--- config.mk ---
export PLATFORM = sky130hd
export DESIGN_NAME = hostbr_regdec
export DESIGN_NICKNAME = d
export VERILOG_FILES = /design/src/rtl/hostbr_pkg.sv /design/src/rtl/hostbr_decode.sv /design/src/rtl/hostbr_lanes.sv /design/src/rtl/hostbr_irqmap.sv /design/src/rtl/hostbr_regdec.sv
export SDC_FILE = /design/constraint.sdc
export NUM_CORES = 1
export LEC_CHECK = 0
export ABC_AREA = 1
export BUFFER_PORTS_ARGS = -buffer_cell sky130_fd_sc_hd__buf_2
export CAP_MARGIN = 20
export CORE_MARGIN = 2
export CORE_UTILIZATION = 49
export DETAILED_ROUTE_END_ITERATION = 6
export PLACE_DENSITY = 0.88
export SETUP_SLACK_MARGIN = 0.05
export SLEW_MARGIN = 30
export SYNTH_ARGS = -nofsm -noshare
export SYNTH_HDL_FRONTEND = slang
export SYNTH_SLANG_ARGS = --single-unit
--- constraint.sdc ---
create_clock -name clk -period 3.9 [get_ports clk]
set_input_delay 0.78 -clock clk [delete_from_list [all_inputs] [get_ports clk]]
set_output_delay 0.78 -clock clk [all_outputs]
set_load 0.01 [all_outputs]
--- src/rtl/hostbr_pkg.sv ---
package hostbr_pkg;

  typedef enum logic [1:0] {
    TGT_NONE  = 2'd0,
    TGT_CADDR = 2'd1,
    TGT_CDATA = 2'd2,
    TGT_IACK  = 2'd3
  } tgt_e;

  // Interrupt line for a device at a given slot and pin.
  function automatic int unsigned route_line(
    input int unsigned slot,
    input int unsigned pin,
    input int unsigned fixed_slot,
    input int unsigned pass_slot,
    input int unsigned fixed_line,
    input int unsigned lines
  );
    if (slot == fixed_slot) return fixed_line;
    else if (slot == pass_slot) return pin % lines;
    else return (slot + pin) % lines;
  endfunction

endpackage

--- src/rtl/hostbr_decode.sv ---
module hostbr_decode
  import hostbr_pkg::*;
#(
  parameter int unsigned ADDR_W = 24,
  parameter int unsigned DATA_W = 32,
  parameter logic [ADDR_W-1:0] CADDR_OFS = 24'hC00CF8,
  parameter logic [ADDR_W-1:0] CDATA_OFS = 24'hE00CFC,
  parameter logic [ADDR_W-1:0] IACK_OFS  = 24'hF00000
) (
  input  logic                            clk,
  input  logic                            rst_n,
  input  logic                            req_valid,
  input  logic                            req_write,
  input  logic [ADDR_W-1:0]               req_addr,
  input  logic [$clog2(DATA_W/8)-1:0]     req_size,
  output tgt_e                            tgt,
  output logic [DATA_W/8-1:0]             be
);

  localparam int unsigned BYTES  = DATA_W / 8;
  localparam int unsigned LANE_W = $clog2(BYTES);

  logic [LANE_W-1:0] lane;
  logic [BYTES-1:0]  size_be;
  logic [LANE_W:0]   span;
  logic              fits;
  logic              cdata_win;

  always_comb begin
    lane = req_addr[LANE_W-1:0];
    for (int b = 0; b < BYTES; b++) begin
      size_be[b] = (LANE_W'(b) <= req_size);
    end
    span      = {1'b0, lane} + {1'b0, req_size};
    fits      = (span < (LANE_W+1)'(BYTES));
    cdata_win = (req_addr[ADDR_W-1:LANE_W] == CDATA_OFS[ADDR_W-1:LANE_W]);

    tgt = TGT_NONE;
    be  = size_be;
    if (req_addr == CADDR_OFS) begin
      tgt = TGT_CADDR;
    end else if (cdata_win && fits) begin
      tgt = TGT_CDATA;
      be  = size_be << lane;
    end else if ((req_addr == IACK_OFS) && !req_write) begin
      tgt = TGT_IACK;
    end
  end

  // the lane-shifted enables keep every byte of the access
  p_lane_bytes_r2: assert property (@(posedge clk) disable iff (!rst_n)
    (req_valid && tgt == TGT_CDATA) |->
      ($countones(be) == int'(req_size) + 1) && be[lane]);

  // an accepted data-port access never runs past the last lane
  p_no_overrun_r3: assert property (@(posedge clk) disable iff (!rst_n)
    (req_valid && tgt == TGT_CDATA) |-> (int'(lane) + int'(req_size) < BYTES));

endmodule

--- src/rtl/hostbr_lanes.sv ---
module hostbr_lanes
  import hostbr_pkg::*;
#(
  parameter int unsigned DATA_W = 32,
  parameter int unsigned VEC_W  = 8
) (
  input  tgt_e                         tgt,
  input  logic                         req_write,
  input  logic [$clog2(DATA_W/8)-1:0]  lane,
  input  logic [$clog2(DATA_W/8)-1:0]  req_size,
  input  logic [DATA_W-1:0]            req_wdata,
  input  logic [DATA_W-1:0]            caddr_rdata,
  input  logic [DATA_W-1:0]            cdata_rdata,
  input  logic [VEC_W-1:0]             iack_vec,
  output logic [DATA_W-1:0]            bus_wdata,
  output logic [DATA_W-1:0]            rd_data
);

  localparam int unsigned BYTES  = DATA_W / 8;
  localparam int unsigned LANE_W = $clog2(BYTES);
  localparam int unsigned SHIFT_W = LANE_W + 3;

  logic [DATA_W-1:0]  dmask;
  logic [SHIFT_W-1:0] shamt;
  logic [DATA_W-1:0]  wmasked;

  always_comb begin
    for (int b = 0; b < BYTES; b++) begin
      dmask[b*8 +: 8] = {8{LANE_W'(b) <= req_size}};
    end
    shamt   = {lane, 3'b000};
    wmasked = req_wdata & dmask;

    if (tgt == TGT_CDATA) bus_wdata = wmasked << shamt;
    else                  bus_wdata = wmasked;

    if (req_write) begin
      rd_data = '0;
    end else begin
      unique case (tgt)
        TGT_CADDR: rd_data = caddr_rdata & dmask;
        TGT_CDATA: rd_data = (cdata_rdata >> shamt) & dmask;
        TGT_IACK:  rd_data = DATA_W'(iack_vec) & dmask;
        default:   rd_data = '1;
      endcase
    end
  end

endmodule

--- src/rtl/hostbr_irqmap.sv ---
module hostbr_irqmap
  import hostbr_pkg::*;
#(
  parameter int unsigned NUM_EXP        = 3,
  parameter int unsigned FIRST_EXP_SLOT = 8,
  parameter int unsigned FIXED_SLOT     = 6,
  parameter int unsigned PASS_SLOT      = 7,
  parameter int unsigned FIXED_LINE     = 3,
  parameter int unsigned PINS           = 4,
  parameter int unsigned LINES          = 4
) (
  input  logic                           clk,
  input  logic                           rst_n,
  input  logic [(NUM_EXP+2)*PINS-1:0]    irq_req,
  output logic [LINES-1:0]               irq_line
);

  localparam int unsigned NDEV  = NUM_EXP + 2;
  localparam int unsigned REQ_W = NDEV * PINS;

  logic [LINES-1:0] onehot [REQ_W];
  logic [LINES-1:0] line_d;

  for (genvar d = 0; d < NDEV; d++) begin : g_dev
    localparam int unsigned SLOT = (d == 0) ? FIXED_SLOT :
                                   (d == 1) ? PASS_SLOT  :
                                   FIRST_EXP_SLOT + d - 2;
    for (genvar p = 0; p < PINS; p++) begin : g_pin
      localparam int unsigned LINE =
        route_line(SLOT, p, FIXED_SLOT, PASS_SLOT, FIXED_LINE, LINES);
      assign onehot[d*PINS+p] = irq_req[d*PINS+p] ?
        ({{(LINES-1){1'b0}}, 1'b1} << LINE) : '0;
    end
  end

  always_comb begin
    line_d = '0;
    for (int i = 0; i < REQ_W; i++) line_d = line_d | onehot[i];
  end

  always_ff @(posedge clk or negedge rst_n) begin
    if (!rst_n) irq_line <= '0;
    else        irq_line <= line_d;
  end

  // no request, no line one cycle later
  p_quiet_lines_r9: assert property (@(posedge clk) disable iff (!rst_n)
    (irq_req == '0) |=> (irq_line == '0));

  // any pin of the fixed-line position drives that line
  p_fixed_slot_r8: assert property (@(posedge clk) disable iff (!rst_n)
    (irq_req[PINS-1:0] != '0) |=> irq_line[FIXED_LINE]);

endmodule

--- src/rtl/hostbr_regdec.sv ---
module hostbr_regdec
  import hostbr_pkg::*;
#(
  parameter int unsigned ADDR_W         = 24,
  parameter int unsigned DATA_W         = 32,
  parameter int unsigned VEC_W          = 8,
  parameter int unsigned NUM_EXP        = 3,
  parameter int unsigned FIRST_EXP_SLOT = 8,
  parameter logic [ADDR_W-1:0] CADDR_OFS = 24'hC00CF8,
  parameter logic [ADDR_W-1:0] CDATA_OFS = 24'hE00CFC,
  parameter logic [ADDR_W-1:0] IACK_OFS  = 24'hF00000
) (
  input  logic                           clk,
  input  logic                           rst_n,
  input  logic                           req_valid,
  input  logic                           req_write,
  input  logic [ADDR_W-1:0]              req_addr,
  input  logic [$clog2(DATA_W/8)-1:0]    req_size,
  input  logic [DATA_W-1:0]              req_wdata,
  output logic                           rsp_valid,
  output logic [DATA_W-1:0]              rsp_rdata,
  output logic                           rsp_unimpl,
  output logic                           caddr_wr,
  output logic                           caddr_rd,
  output logic                           cdata_wr,
  output logic                           cdata_rd,
  output logic [DATA_W/8-1:0]            tgt_be,
  output logic [DATA_W-1:0]              tgt_wdata,
  input  logic [DATA_W-1:0]              caddr_rdata,
  input  logic [DATA_W-1:0]              cdata_rdata,
  output logic                           iack_rd,
  input  logic [VEC_W-1:0]               iack_vec,
  input  logic [(NUM_EXP+2)*4-1:0]       irq_req,
  output logic [3:0]                     irq_line
);

  localparam int unsigned BYTES  = DATA_W / 8;
  localparam int unsigned LANE_W = $clog2(BYTES);

  // Reset: asserted asynchronously, released on the clock
  logic [1:0] rst_pipe;
  logic       rst_n_int;

  always_ff @(posedge clk or negedge rst_n) begin
    if (!rst_n) rst_pipe <= '0;
    else        rst_pipe <= {rst_pipe[0], 1'b1};
  end
  assign rst_n_int = rst_pipe[1];

  tgt_e              tgt;
  logic [BYTES-1:0]  be;
  logic [DATA_W-1:0] bus_wdata;
  logic [DATA_W-1:0] rd_data;

  hostbr_decode #(
    .ADDR_W(ADDR_W), .DATA_W(DATA_W),
    .CADDR_OFS(CADDR_OFS), .CDATA_OFS(CDATA_OFS), .IACK_OFS(IACK_OFS)
  ) u_decode (
    .clk(clk), .rst_n(rst_n_int),
    .req_valid(req_valid), .req_write(req_write),
    .req_addr(req_addr), .req_size(req_size),
    .tgt(tgt), .be(be)
  );

  hostbr_lanes #(.DATA_W(DATA_W), .VEC_W(VEC_W)) u_lanes (
    .tgt(tgt), .req_write(req_write),
    .lane(req_addr[LANE_W-1:0]), .req_size(req_size),
    .req_wdata(req_wdata),
    .caddr_rdata(caddr_rdata), .cdata_rdata(cdata_rdata),
    .iack_vec(iack_vec),
    .bus_wdata(bus_wdata), .rd_data(rd_data)
  );

  hostbr_irqmap #(
    .NUM_EXP(NUM_EXP), .FIRST_EXP_SLOT(FIRST_EXP_SLOT),
    .FIXED_SLOT(6), .PASS_SLOT(7), .FIXED_LINE(3), .PINS(4), .LINES(4)
  ) u_irqmap (
    .clk(clk), .rst_n(rst_n_int),
    .irq_req(irq_req), .irq_line(irq_line)
  );

  // Target strobes
  always_comb begin
    caddr_wr  = req_valid &&  req_write && (tgt == TGT_CADDR);
    caddr_rd  = req_valid && !req_write && (tgt == TGT_CADDR);
    cdata_wr  = req_valid &&  req_write && (tgt == TGT_CDATA);
    cdata_rd  = req_valid && !req_write && (tgt == TGT_CDATA);
    iack_rd   = req_valid && (tgt == TGT_IACK);
    tgt_be    = be;
    tgt_wdata = bus_wdata;
  end

  // Response: next state
  logic              rsp_valid_d;
  logic              rsp_en;
  logic [DATA_W-1:0] rsp_rdata_d;
  logic              rsp_unimpl_d;

  always_comb begin
    rsp_valid_d  = req_valid;
    rsp_en       = req_valid;
    rsp_rdata_d  = rd_data;
    rsp_unimpl_d = (tgt == TGT_NONE);
  end

  // Response: registers
  always_ff @(posedge clk or negedge rst_n_int) begin
    if (!rst_n_int) begin
      rsp_valid  <= 1'b0;
      rsp_rdata  <= '0;
      rsp_unimpl <= 1'b0;
    end else begin
      rsp_valid <= rsp_valid_d;
      if (rsp_en) begin
        rsp_rdata  <= rsp_rdata_d;
        rsp_unimpl <= rsp_unimpl_d;
      end
    end
  end

  // one target at most per cycle
  p_single_target_r5: assert property (@(posedge clk) disable iff (!rst_n_int)
    $onehot0({caddr_wr, caddr_rd, cdata_wr, cdata_rd, iack_rd}));

  // response follows request by one cycle
  p_rsp_follows_r7: assert property (@(posedge clk) disable iff (!rst_n_int)
    req_valid |=> rsp_valid);

  p_rsp_idle_r7: assert property (@(posedge clk) disable iff (!rst_n_int)
    !req_valid |=> !rsp_valid);

  // a read that strobes nothing answers all ones and is flagged
  p_unimpl_ones_r5: assert property (@(posedge clk) disable iff (!rst_n_int)
    (req_valid && !req_write && !(caddr_rd || cdata_rd || iack_rd))
      |=> (rsp_unimpl && rsp_rdata == '1));

  // acknowledge is never a write
  p_iack_read_only_r4: assert property (@(posedge clk) disable iff (!rst_n_int)
    iack_rd |-> !req_write);

endmodule

# Yosys cells after proc, flatten, opt, wreduce, memory -nomap -nowiden

Cells that the tools add are included.

Bits in registers: 40
Latch bits: 0
Memory bits (writable): 0
Memory bits (read-only): 0
Bits of input ports: 154
Output and inout bits: 79
Word-level logic and storage cells: 82
Memories kept: 0

Add/subtract/negate cells: 1
$mul: 0
Div/mod/pow operators: 0
Magnitude comparators: 5
Equality and inequality tests: 6
Shift operators: 3
Muxes and demuxes: 28
Bitwise gates (word level): 23
Reductions and logical operators: 11

Operators with widths:

| cell                                                 | count |
|---|---|
| bitwise AND 32 bit                                   | 3 |
| one-hot mux 32 bit (3 select lines)                  | 1 |
| bitwise OR 4 bit                                     | 19 |
| two-way mux 32 bit                                   | 2 |
| equality test 24 bit (second input constant)         | 2 |
| two-way mux 4 bit                                    | 10 |
| bitwise AND 8 x 32 -> 32 bit                         | 1 |
| left shift 32 x 5 -> 32 bit                          | 1 |
| >> shifter 32 x 5 -> 32 bit                          | 1 |
| equality test 22 bit (second input constant)         | 1 |
| two-way mux 2 bit                                    | 7 |
| two-way mux 3 bit                                    | 4 |
| logical AND 1 bit                                    | 9 |
| equality test 2 bit (second input constant)          | 2 |
| <= comparator 1 x 2 -> 1 bit (first input constant)  | 2 |
| <= comparator 2 bit (first input constant)           | 2 |
| two-way mux 1 bit                                    | 4 |
| left shift 4 x 2 -> 4 bit                            | 1 |
| adder 2 x 2 -> 3 bit                                 | 1 |
| < comparator 3 bit (second input constant)           | 1 |
| equality test 2 x 1 -> 1 bit (second input constant) | 1 |
| zero test 2 bit                                      | 1 |
| zero test 1 bit                                      | 1 |

# Longest topological paths before layout

Gate-level depths: netlist (run 1).

Depth after elaboration: 20
Mapped depth: 14
Depth with buffers taken out: 13

# By module

Synthesis (run 1) repeated with hierarchy kept, for this count alone.

Cell total of the unflattened synthesis: 784
Area, all modules: 4316.6 µm²

Modules (own cells, without submodules):

| module        | times used | cells each | area each (µm²) | sequential area each (µm²) |
|---|---|---|---|---|
| hostbr_lanes  | 1          | 498        | 2225.9          | 0.0 |
| hostbr_regdec | 1          | 158        | 1462.7          | 900.9 |
| hostbr_decode | 1          | 100        | 437.9           | 0.0 |
| hostbr_irqmap | 1          | 28         | 190.2           | 100.1 |

# Least setup slack after synthesis (run 1)

OpenSTA, ideal clock, no wires.

Path type: input -> output
Start: input req_addr[1]
End: output tgt_wdata[30]
Data arrival time: 2.018 ns
Required time: 3.120 ns
Path slack: 1.102 ns
Stages: 9
Path buffers: 1
Cell sequence: ha_1 inv_1 nand3_1 nor3_2 nand3_4 nor2_4 inv_4 buf_6 a22oi_2

Cells in the longest elaborated chain, start to end: 7
Elaborated cells between the ends (all ways): 12
Those cells by class: add/sub: 1; order compare: 1; eq/ne: 3; shift: 1; mux: 4; reduce/logical: 2

RTL lines:

| element                                                      | line                                     | RTL |
|---|---|---|
| start, declared                                              | hostbr_regdec.sv:17                      | `input logic [ADDR_W-1:0] req_addr,` |
| adder 2 x 2 -> 3 bit or equality test 24 bit (tied branches) | hostbr_decode.sv:34, hostbr_decode.sv:45 |  |
| < comparator 3 bit or logical AND 1 bit (tied branches)      | hostbr_decode.sv:35, hostbr_decode.sv:45 |  |
| logical AND 1 bit or two-way mux 2 bit (tied branches)       | hostbr_decode.sv:42, hostbr_decode.sv:45 |  |
| two-way mux 2 bit                                            | hostbr_decode.sv:42                      | `end else if (cdata_win && fits) begin` |
| two-way mux 2 bit                                            | hostbr_decode.sv:40                      | `if (req_addr == CADDR_OFS) begin` |
| equality test 2 bit                                          | hostbr_lanes.sv:34                       | `if (tgt == TGT_CDATA) bus_wdata = wmasked << shamt;` |
| two-way mux 32 bit (*)                                       | hostbr_lanes.sv:34                       |  |
| end, declared                                                | hostbr_regdec.sv:28                      | `output logic [DATA_W-1:0] tgt_wdata,` |

Every way passes the cells marked *; elsewhere a longest branch is shown, timed or not.

# Final worst setup path (run 1)

Start: input req_addr[1]
End: output tgt_be[1]

Cells in the longest elaborated chain, start to end: 5
Elaborated cells between the ends (all ways): 7
Those cells by class: add/sub: 1; order compare: 1; eq/ne: 1; shift: 1; mux: 2; reduce/logical: 1

RTL lines:

| element               | line                | RTL |
|---|---|---|
| adder 2 x 2 -> 3 bit  | hostbr_decode.sv:34 | `span = {1'b0, lane} + {1'b0, req_size};` |
| < comparator 3 bit    | hostbr_decode.sv:35 | `fits = (span < (LANE_W+1)'(BYTES));` |
| logical AND 1 bit     | hostbr_decode.sv:42 |  |
| two-way mux 4 bit     | hostbr_decode.sv:42 |  |
| two-way mux 4 bit (*) | hostbr_decode.sv:40 |  |
| end, declared         | hostbr_regdec.sv:27 | `output logic [DATA_W/8-1:0] tgt_be,` |

Marked as above.

==> impl_metrics.prom, run 1 <==
# TYPE chip_impl_metric gauge
chip_impl_metric{name="first_pass_grt_wire_length",unit="µm"} 22100
chip_impl_info{name="cp-startpoint",value="req_addr[1]"} 1
chip_impl_metric{name="power.ir.vdd_worst",unit="mV"} 0.221
chip_impl_metric{name="layout.nets",unit=""} 1083
chip_impl_metric{name="cts-hold-fix-buffers",unit=""} 0
chip_impl_metric{name="fin_crit_sh",unit=""} 0.876
chip_impl_info{name="combinational_family_with_the_most_area_after_synthesis",value="simple AND/OR/NAND/NOR gates"} 1
chip_impl_metric{name="post-layout-total-power",unit="mW"} 1.18
chip_impl_info{name="run_status",value="finished clean"} 1
chip_impl_metric{name="critical_path_required",unit="ns"} 3.12
chip_impl_metric{name="area_delta_synth_final",unit="%"} 29.9
chip_impl_metric{name="clock_latency_on_the_worst_skew_pair",unit="ns"} 0.29
chip_impl_metric{name="yosys_warnings",unit=""} 0
chip_impl_metric{name="routed_wire_length_on_met2",unit="µm"} 6660
chip_impl_metric{name="initial_core_util",unit=""} 0.505
chip_impl_metric{name="cts_bufs_inserted",unit=""} 5
chip_impl_info{name="cts.root.buffer_cell",value="clkbuf_8"} 1
chip_impl_metric{name="timing.setup.tns",unit="ns"} 0
chip_impl_metric{name="core_region_area",unit="µm²"} 8180
chip_impl_metric{name="power.clock.fraction",unit=""} 0.277
chip_impl_metric{name="dp_hpwl",unit="µm"} 11200
chip_impl_metric{name="netSwitchingPower",unit="mW"} 0.387
chip_impl_metric{name="grt_max_degree",unit=""} 42
chip_impl_metric{name="vias_in_the_first_global_route",unit=""} 4842
chip_impl_metric{name="synth-seq-area-share",unit=""} 0.243
chip_impl_metric{name="cts_resized",unit=""} 0
chip_impl_info{name="critPathSlowestCell",value="nor2_4"} 1
chip_impl_metric{name="post-route-util",unit=""} 0.655
chip_impl_metric{name="power_report.internal_total",unit="mW"} 0.793
chip_impl_info{name="synth_top_cell_by_area",value="nand2_1"} 1
chip_impl_metric{name="die-width",unit="µm"} 95.8
chip_impl_info{name="rsz0062_at_grt",value="no"} 1
chip_impl_metric{name="synth-compound-area-share",unit=""} 0.123
chip_impl_metric{name="dieArea",unit="µm²"} 9170
chip_impl_metric{name="cts_setup_buffers",unit=""} 0
chip_impl_metric{name="slew-limit-headroom",unit=""} 0.550
chip_impl_info{name="crit-reg2reg-launch",value="rst_pipe[1]"} 1
chip_impl_metric{name="avgViaCountPerCell",unit=""} 5.22
chip_impl_metric{name="grt_overflow",unit=""} 0
chip_impl_metric{name="synth_cell_types",unit=""} 40
chip_impl_metric{name="total_wire_length",unit="µm"} 14300
chip_impl_metric{name="cts_htree_levels",unit=""} 2
chip_impl_metric{name="setup_viol_count_final",unit=""} 0
chip_impl_metric{name="cts.path.max_buffers",unit=""} 2
chip_impl_info{name="crit_path_end_kind",value="output port"} 1
chip_impl_metric{name="timing.final.max_slew_violations",unit=""} 0
chip_impl_metric{name="syn_avg_cell_area",unit="µm²"} 5.74
chip_impl_metric{name="die_height",unit="µm"} 95.8
chip_impl_metric{name="globalRouteTotalUtil",unit=""} 0.301
chip_impl_metric{name="cp_peak_stage_delay",unit="ns"} 0.53
chip_impl_metric{name="number_of_antenna_violations_at_the_first_check_in_global_routing",unit=""} 1
chip_impl_metric{name="hold_violations",unit=""} 0
chip_impl_metric{name="weighted_congestion_at_the_end_of_routability_driven_global_placement",unit=""} 0.983
chip_impl_metric{name="worst_slew_pin_slew",unit="ns"} 0.674
chip_impl_metric{name="comb_power_share",unit=""} 0.330
chip_impl_metric{name="clkSlewWorstSetupHoldPaths",unit="ns"} 0.07
chip_impl_info{name="crit_type",value="in -> out"} 1
chip_impl_metric{name="placement_rows",unit=""} 33
chip_impl_metric{name="clock.fmax",unit="MHz"} 293
chip_impl_metric{name="finalCriticalPeriod",unit="ns"} 3.42
chip_impl_metric{name="syn_nets",unit=""} 874
chip_impl_metric{name="synth_xor_xnor_area_share",unit=""} 0
chip_impl_metric{name="cts_sinks",unit=""} 40
chip_impl_info{name="layout.cells.most_common",value="nand2_1"} 1
chip_impl_metric{name="drt-met1-wl",unit="µm"} 5970
chip_impl_metric{name="netlist_instances",unit=""} 719
chip_impl_metric{name="timing.critical_path.arrival",unit="ns"} 2.64
chip_impl_metric{name="critical_path.max_fanout",unit=""} 26
chip_impl_metric{name="powerDensity",unit="nW/µm²"} 220
chip_impl_metric{name="worst_skew",unit="ns"} 0.00494
chip_impl_info{name="layout.cells.most_common_list",value="nand2_1, buf_2, nor2_1"} 1
chip_impl_metric{name="post_synth_mux_area_share",unit=""} 0
chip_impl_info{name="crit_path_cell_trace",value="buf_2 > ha_1 > inv_1 > nand3_1 > nor3_2 > nand2_1 > nor2_4 > nand2_1 > o22ai_1 > buf_2"} 1
chip_impl_metric{name="io_pins",unit=""} 233
chip_impl_metric{name="drt_iter0_markers",unit=""} 358
chip_impl_info{name="worst_hold_path_type",value="reg -> async"} 1
chip_impl_metric{name="synth.top_cell.area_share",unit=""} 0.286
chip_impl_metric{name="static-leakage-power",unit="nW"} 3.04
chip_impl_metric{name="port_buffers",unit=""} 232
chip_impl_info{name="synthTopCellsByArea",value="nand2_1, dfrtp_1, nor2_1"} 1
chip_impl_metric{name="maxCapViolations",unit=""} 0
chip_impl_metric{name="synth_fa_ha_area_frac",unit=""} 0.00303
chip_impl_metric{name="drt_first_pass_iters",unit=""} 7
chip_impl_metric{name="antenna_violating_nets_left",unit=""} 0
chip_impl_metric{name="detail_route.drc_violations",unit=""} 0
chip_impl_info{name="setup.worst_path.start_class",value="primary input"} 1
chip_impl_metric{name="mappedNetlistArea",unit="µm²"} 4130
chip_impl_metric{name="synth_simple_gate_area_share",unit=""} 0.515
chip_impl_metric{name="pwr-share-seq",unit=""} 0.394
chip_impl_metric{name="switch_share",unit=""} 0.328
chip_impl_metric{name="detailroute.wirelength.met3",unit="µm"} 1370
chip_impl_metric{name="layout-drive-gt1-share",unit=""} 0.305
chip_impl_metric{name="detailroute.via_count",unit=""} 5401
chip_impl_info{name="cts_tree",value="built"} 1
chip_impl_metric{name="wl_per_cell",unit="µm"} 13.9
chip_impl_info{name="top_layer",value="met4"} 1
chip_impl_metric{name="synth_seq_cells",unit=""} 40
## synth_stat cells, drive strengths merged
cell,count
o21ai,46
inv,64
nand4,16
nor2,81
nand2,320
nand3,51
or2,2
buf,25
conb,1
a22oi,10
ha,1
a21oi,12
nor3,9
clkinv,2
a211oi,1
a31oi,8
or4,3
nor4,2
clkbuf,12
o211ai,2
o22ai,10
dfrtp,40
and2,1
## final timing paths
| path | to | slack (ns) | cells past startpoint |
|---|---|---|---|
| setup / recovery | tgt_be[1] | 0.48 | 10 |
| hold / removal | u_irqmap.irq_line[1] | 0.24 | 0 |
| setup reg to reg | rsp_rdata[16] | 2.93 | 1 |
| hold reg to reg | u_irqmap.irq_line[1] | 0.24 | 0 |
| max in group asynchronous | rsp_rdata[16] | 2.93 | 1 |
| min in group clk | rst_pipe[1] | 0.37 | 0 |
## routing by layer
layer	vias up	GRT usage
met2	262	0.515
met1	2393	0.382
met5	-	0
met4	0	0.0952
li1	2715	-
met3	31	0.0611
## power by group through the flow
stage	registers, mW	logic, mW	clock network [mW]
after floorplan	0.490	0.195	0
after global placement	0.472	0.380	0
after detailed placement	0.472	0.384	0
after CTS	0.464	0.387	0.333
after global routing	0.468	0.435	0.349
final	0.465	0.389	0.327
## final cells by class
class	instances	area, µm²
clock inverter	2	35.0
clock buffer	6	72.6
timing repair buffer	239	1210
fill	821	2820
sequential	40	1000
tap	105	131
multi-input combinational	576	2650
antenna	1	2.50
inverter	66	258
## registers in the layout, indices dropped and copies added, names as in the netlist
signal / cells
rsp_rdata: 32
u_irqmap.irq_line: 4
rst_pipe: 2
rsp_unimpl: 1
rsp_valid: 1
## critical path, delay by kind of cell
| family | cells | cell delay (ns) |
|---|---|---|
| AO/OA/AOI/OAI | 1 | 0.18 |
| adder cells (fa/ha/maj) | 1 | 0.21 |
| buffers and inverters | 3 | 0.38 |
| AND/OR/NAND/NOR | 5 | 1.08 |
## metrics by stage
stage,cells,instance area [µm²],worst slack (ns),hold slack (ns)
finish,1035,5360,0.482,0.240
global route,1035,5360,0.337,0.258
CTS,1034,5360,0.536,0.246
detailed placement,1026,5250,0.540,0.239
global placement,1026,5250,0.608,0.247
floorplan,719,4130,1.10,0.331
## kinds of logic (layout without fill, tap and decap cells)
logic type,count (synthesis),count (layout)
other,1,2
buffers and inverters,103,313
AO/OA/AOI/OAI,89,89
adder cells (fa/ha/maj),1,1
flip-flops,40,40
AND/OR/NAND/NOR,485,485
Note: power is estimated with default switching activity, not from simulation.
==> run 2, diff against run 1 <==
- GPL_TIMING_DRIVEN: default -> 0
==> run 2 against run 1 <==
  * Die area unchanged
  * Sequential power barely moved
  * Utilization grew 2.4 points
  * Critical path depth rose by 1
  * Sequential cell count stayed put
  * Cell count is 2.9% higher
  * First-iteration DRC count is 14% higher
  * Worst setup slack better by 0.11 ns
  * Largest cell class unchanged
  * Register-to-register slack better by 0.32 ns
==> impl_metrics.prom, run 2 (synthesis gave the netlist of run 1 again) <==
# TYPE chip_impl_metric gauge
chip_impl_info{name="run_status",value="finished clean"} 1
chip_impl_info{name="rsz0062_at_grt",value="no"} 1
chip_impl_metric{name="core_region_area",unit="µm²"} 8180
chip_impl_metric{name="timing.final.max_slew_violations",unit=""} 0
chip_impl_metric{name="fin_crit_sh",unit=""} 0.848
chip_impl_metric{name="dieArea",unit="µm²"} 9170
chip_impl_metric{name="wl_per_cell",unit="µm"} 14.2
chip_impl_metric{name="detail_route.drc_violations",unit=""} 0
chip_impl_metric{name="layout-drive-gt1-share",unit=""} 0.315
chip_impl_metric{name="finalWorstSetupSlack",unit="ns"} 0.594
chip_impl_metric{name="cts_sinks",unit=""} 40
chip_impl_metric{name="critical_path.max_fanout",unit=""} 10
chip_impl_metric{name="cts-hold-fix-buffers",unit=""} 0
chip_impl_metric{name="worst_skew",unit="ns"} 0.00609
chip_impl_metric{name="clock_latency_on_the_worst_skew_pair",unit="ns"} 0.29
chip_impl_info{name="cp-startpoint",value="req_addr[1]"} 1
chip_impl_metric{name="largest_register_ffs",unit=""} 32
chip_impl_info{name="layout.cells.most_common",value="nand2_1"} 1
chip_impl_metric{name="io_pins",unit=""} 233
chip_impl_info{name="crit_path_cell_trace",value="buf_2 > ha_1 > inv_1 > nand3_1 > nor3_2 > nand2_1 > nor2_4 > buf_4 > nand3_1 > o21ai_0 > buf_2"} 1
chip_impl_metric{name="area_delta_synth_final",unit="%"} 34.6
chip_impl_metric{name="cp.buffers_inverters",unit=""} 4
chip_impl_metric{name="grt_max_degree",unit=""} 25
chip_impl_metric{name="cp_peak_stage_delay",unit="ns"} 0.24
chip_impl_info{name="crit_type",value="in -> out"} 1
chip_impl_metric{name="setup_viol_count_final",unit=""} 0
chip_impl_metric{name="worst_slew_pin_slew",unit="ns"} 0.579
chip_impl_metric{name="cts_setup_buffers",unit=""} 0
chip_impl_metric{name="final_cell_count_no_fill",unit=""} 1065
chip_impl_info{name="critical-path-top-delay-family",value="simple AND/OR/NAND/NOR gates"} 1
chip_impl_info{name="cts.root.buffer_cell",value="clkbuf_8"} 1
chip_impl_metric{name="static-leakage-power",unit="nW"} 3.15
chip_impl_info{name="crit-reg2reg-launch",value="rsp_unimpl"} 1
chip_impl_metric{name="finalCriticalPeriod",unit="ns"} 3.31
chip_impl_metric{name="cts_bufs_inserted",unit=""} 5
chip_impl_metric{name="clkSlewWorstSetupHoldPaths",unit="ns"} 0.07
chip_impl_metric{name="powerDensity",unit="nW/µm²"} 216
chip_impl_info{name="setup.worst_path.start_class",value="primary input"} 1
chip_impl_metric{name="port_buffers",unit=""} 231
chip_impl_metric{name="detailroute.via_count",unit=""} 5600
chip_impl_metric{name="drt_first_pass_iters",unit=""} 6
chip_impl_metric{name="layout.nets",unit=""} 1113
chip_impl_metric{name="cts_resized",unit=""} 0
chip_impl_metric{name="timing.critical_path.arrival",unit="ns"} 2.53
chip_impl_metric{name="vias_in_the_first_global_route",unit=""} 5058
chip_impl_info{name="critPathSlowestCell",value="nor2_4"} 1
chip_impl_info{name="layout.cells.most_common_list",value="nand2_1, buf_2, nor2_1"} 1
chip_impl_metric{name="dpl_cell_area",unit="µm²"} 5440
chip_impl_metric{name="avgViaCountPerCell",unit=""} 5.26
chip_impl_metric{name="die_height",unit="µm"} 95.8
chip_impl_metric{name="timing.setup.tns",unit="ns"} 0
chip_impl_metric{name="maxCapViolations",unit=""} 0
chip_impl_info{name="worst_hold_path_type",value="reg -> async"} 1
chip_impl_metric{name="critical_path_required",unit="ns"} 3.12
chip_impl_metric{name="drt_iter0_markers",unit=""} 408
chip_impl_metric{name="clock.fmax",unit="MHz"} 302
chip_impl_metric{name="number_of_antenna_violations_at_the_first_check_in_global_routing",unit=""} 1
chip_impl_info{name="largest_register",value="rsp_rdata"} 1
chip_impl_info{name="crit_path_end_kind",value="output port"} 1
chip_impl_metric{name="first_pass_grt_wire_length",unit="µm"} 23400
chip_impl_metric{name="dpl.cell_count",unit=""} 1056
chip_impl_metric{name="initial_core_util",unit=""} 0.505
chip_impl_metric{name="globalRouteTotalUtil",unit=""} 0.325
chip_impl_metric{name="cts_htree_levels",unit=""} 2
chip_impl_metric{name="weighted_congestion_at_the_end_of_routability_driven_global_placement",unit=""} 1.00
chip_impl_info{name="layout_top_registers",value="rsp_rdata: 32 flops, u_irqmap.irq_line: 4 flops, rst_pipe: 2 flops"} 1
chip_impl_metric{name="preCtsSetupSlack",unit="ns"} 0.618
chip_impl_metric{name="placement_rows",unit=""} 33
chip_impl_info{name="cts_tree",value="built"} 1
chip_impl_metric{name="stdcell_area",unit="µm²"} 5550
chip_impl_metric{name="grt_overflow",unit=""} 0
chip_impl_metric{name="hold_violations",unit=""} 0
chip_impl_metric{name="slew-limit-headroom",unit=""} 0.614
chip_impl_metric{name="dp_hpwl",unit="µm"} 12300
chip_impl_metric{name="antenna_violating_nets_left",unit=""} 0
chip_impl_metric{name="power.ir.vdd_worst",unit="mV"} 0.177
chip_impl_metric{name="die-width",unit="µm"} 95.8
chip_impl_metric{name="total_wire_length",unit="µm"} 15200
chip_impl_metric{name="cts.path.max_buffers",unit=""} 2
[run 2: worst paths after layout]
kind / depth (start not counted) / slack [ns] / end
setup / recovery: 11 / 0.59 / tgt_wdata[15]
hold reg to reg: 0 / 0.18 / u_irqmap.irq_line[1]
setup reg to reg: 2 / 3.25 / rsp_unimpl
min in group clk: 0 / 0.36 / rst_pipe[1]
hold / removal: 0 / 0.18 / u_irqmap.irq_line[1]
max in group asynchronous: 1 / 3.29 / rsp_rdata[22]
[run 2: power by group]
group          switching [mW]  internal (mW)
Clock                   0.138          0.190
Sequential             0.0183          0.446
Combinational           0.240          0.167
Total                   0.397          0.804
[run 2: metal layers]
layer | vias to the layer above | share of wire | track usage
met5 | - | 0 | 0
met3 | 54 | 0.11 | 0.0634
li1 | 2770 | - | -
met4 | 0 | 0.042 | 0.148
met1 | 2428 | 0.40 | 0.408
met2 | 348 | 0.45 | 0.540
[run 2: stage by stage]
stage | utilization | power, mW | hold WS (ns)
floorplan | - | 0.686 | 0.331
global placement | 0.662 | 0.866 | 0.333
detailed placement | 0.666 | 0.874 | 0.179
CTS | 0.679 | 1.20 | 0.188
global route | 0.679 | 1.28 | 0.212
finish | 0.679 | 1.20 | 0.176
[run 2: area by class of cell]
class	count	area (µm²)
well taps	105	131
flip-flops and latches	40	1000
fillers	819	2620
clock buffers	6	72.6
plain buffers	37	221
repair buffers	232	1180
diodes	1	2.50
clock inverters	2	35.0
multi-input cells	576	2650
inverters	66	258
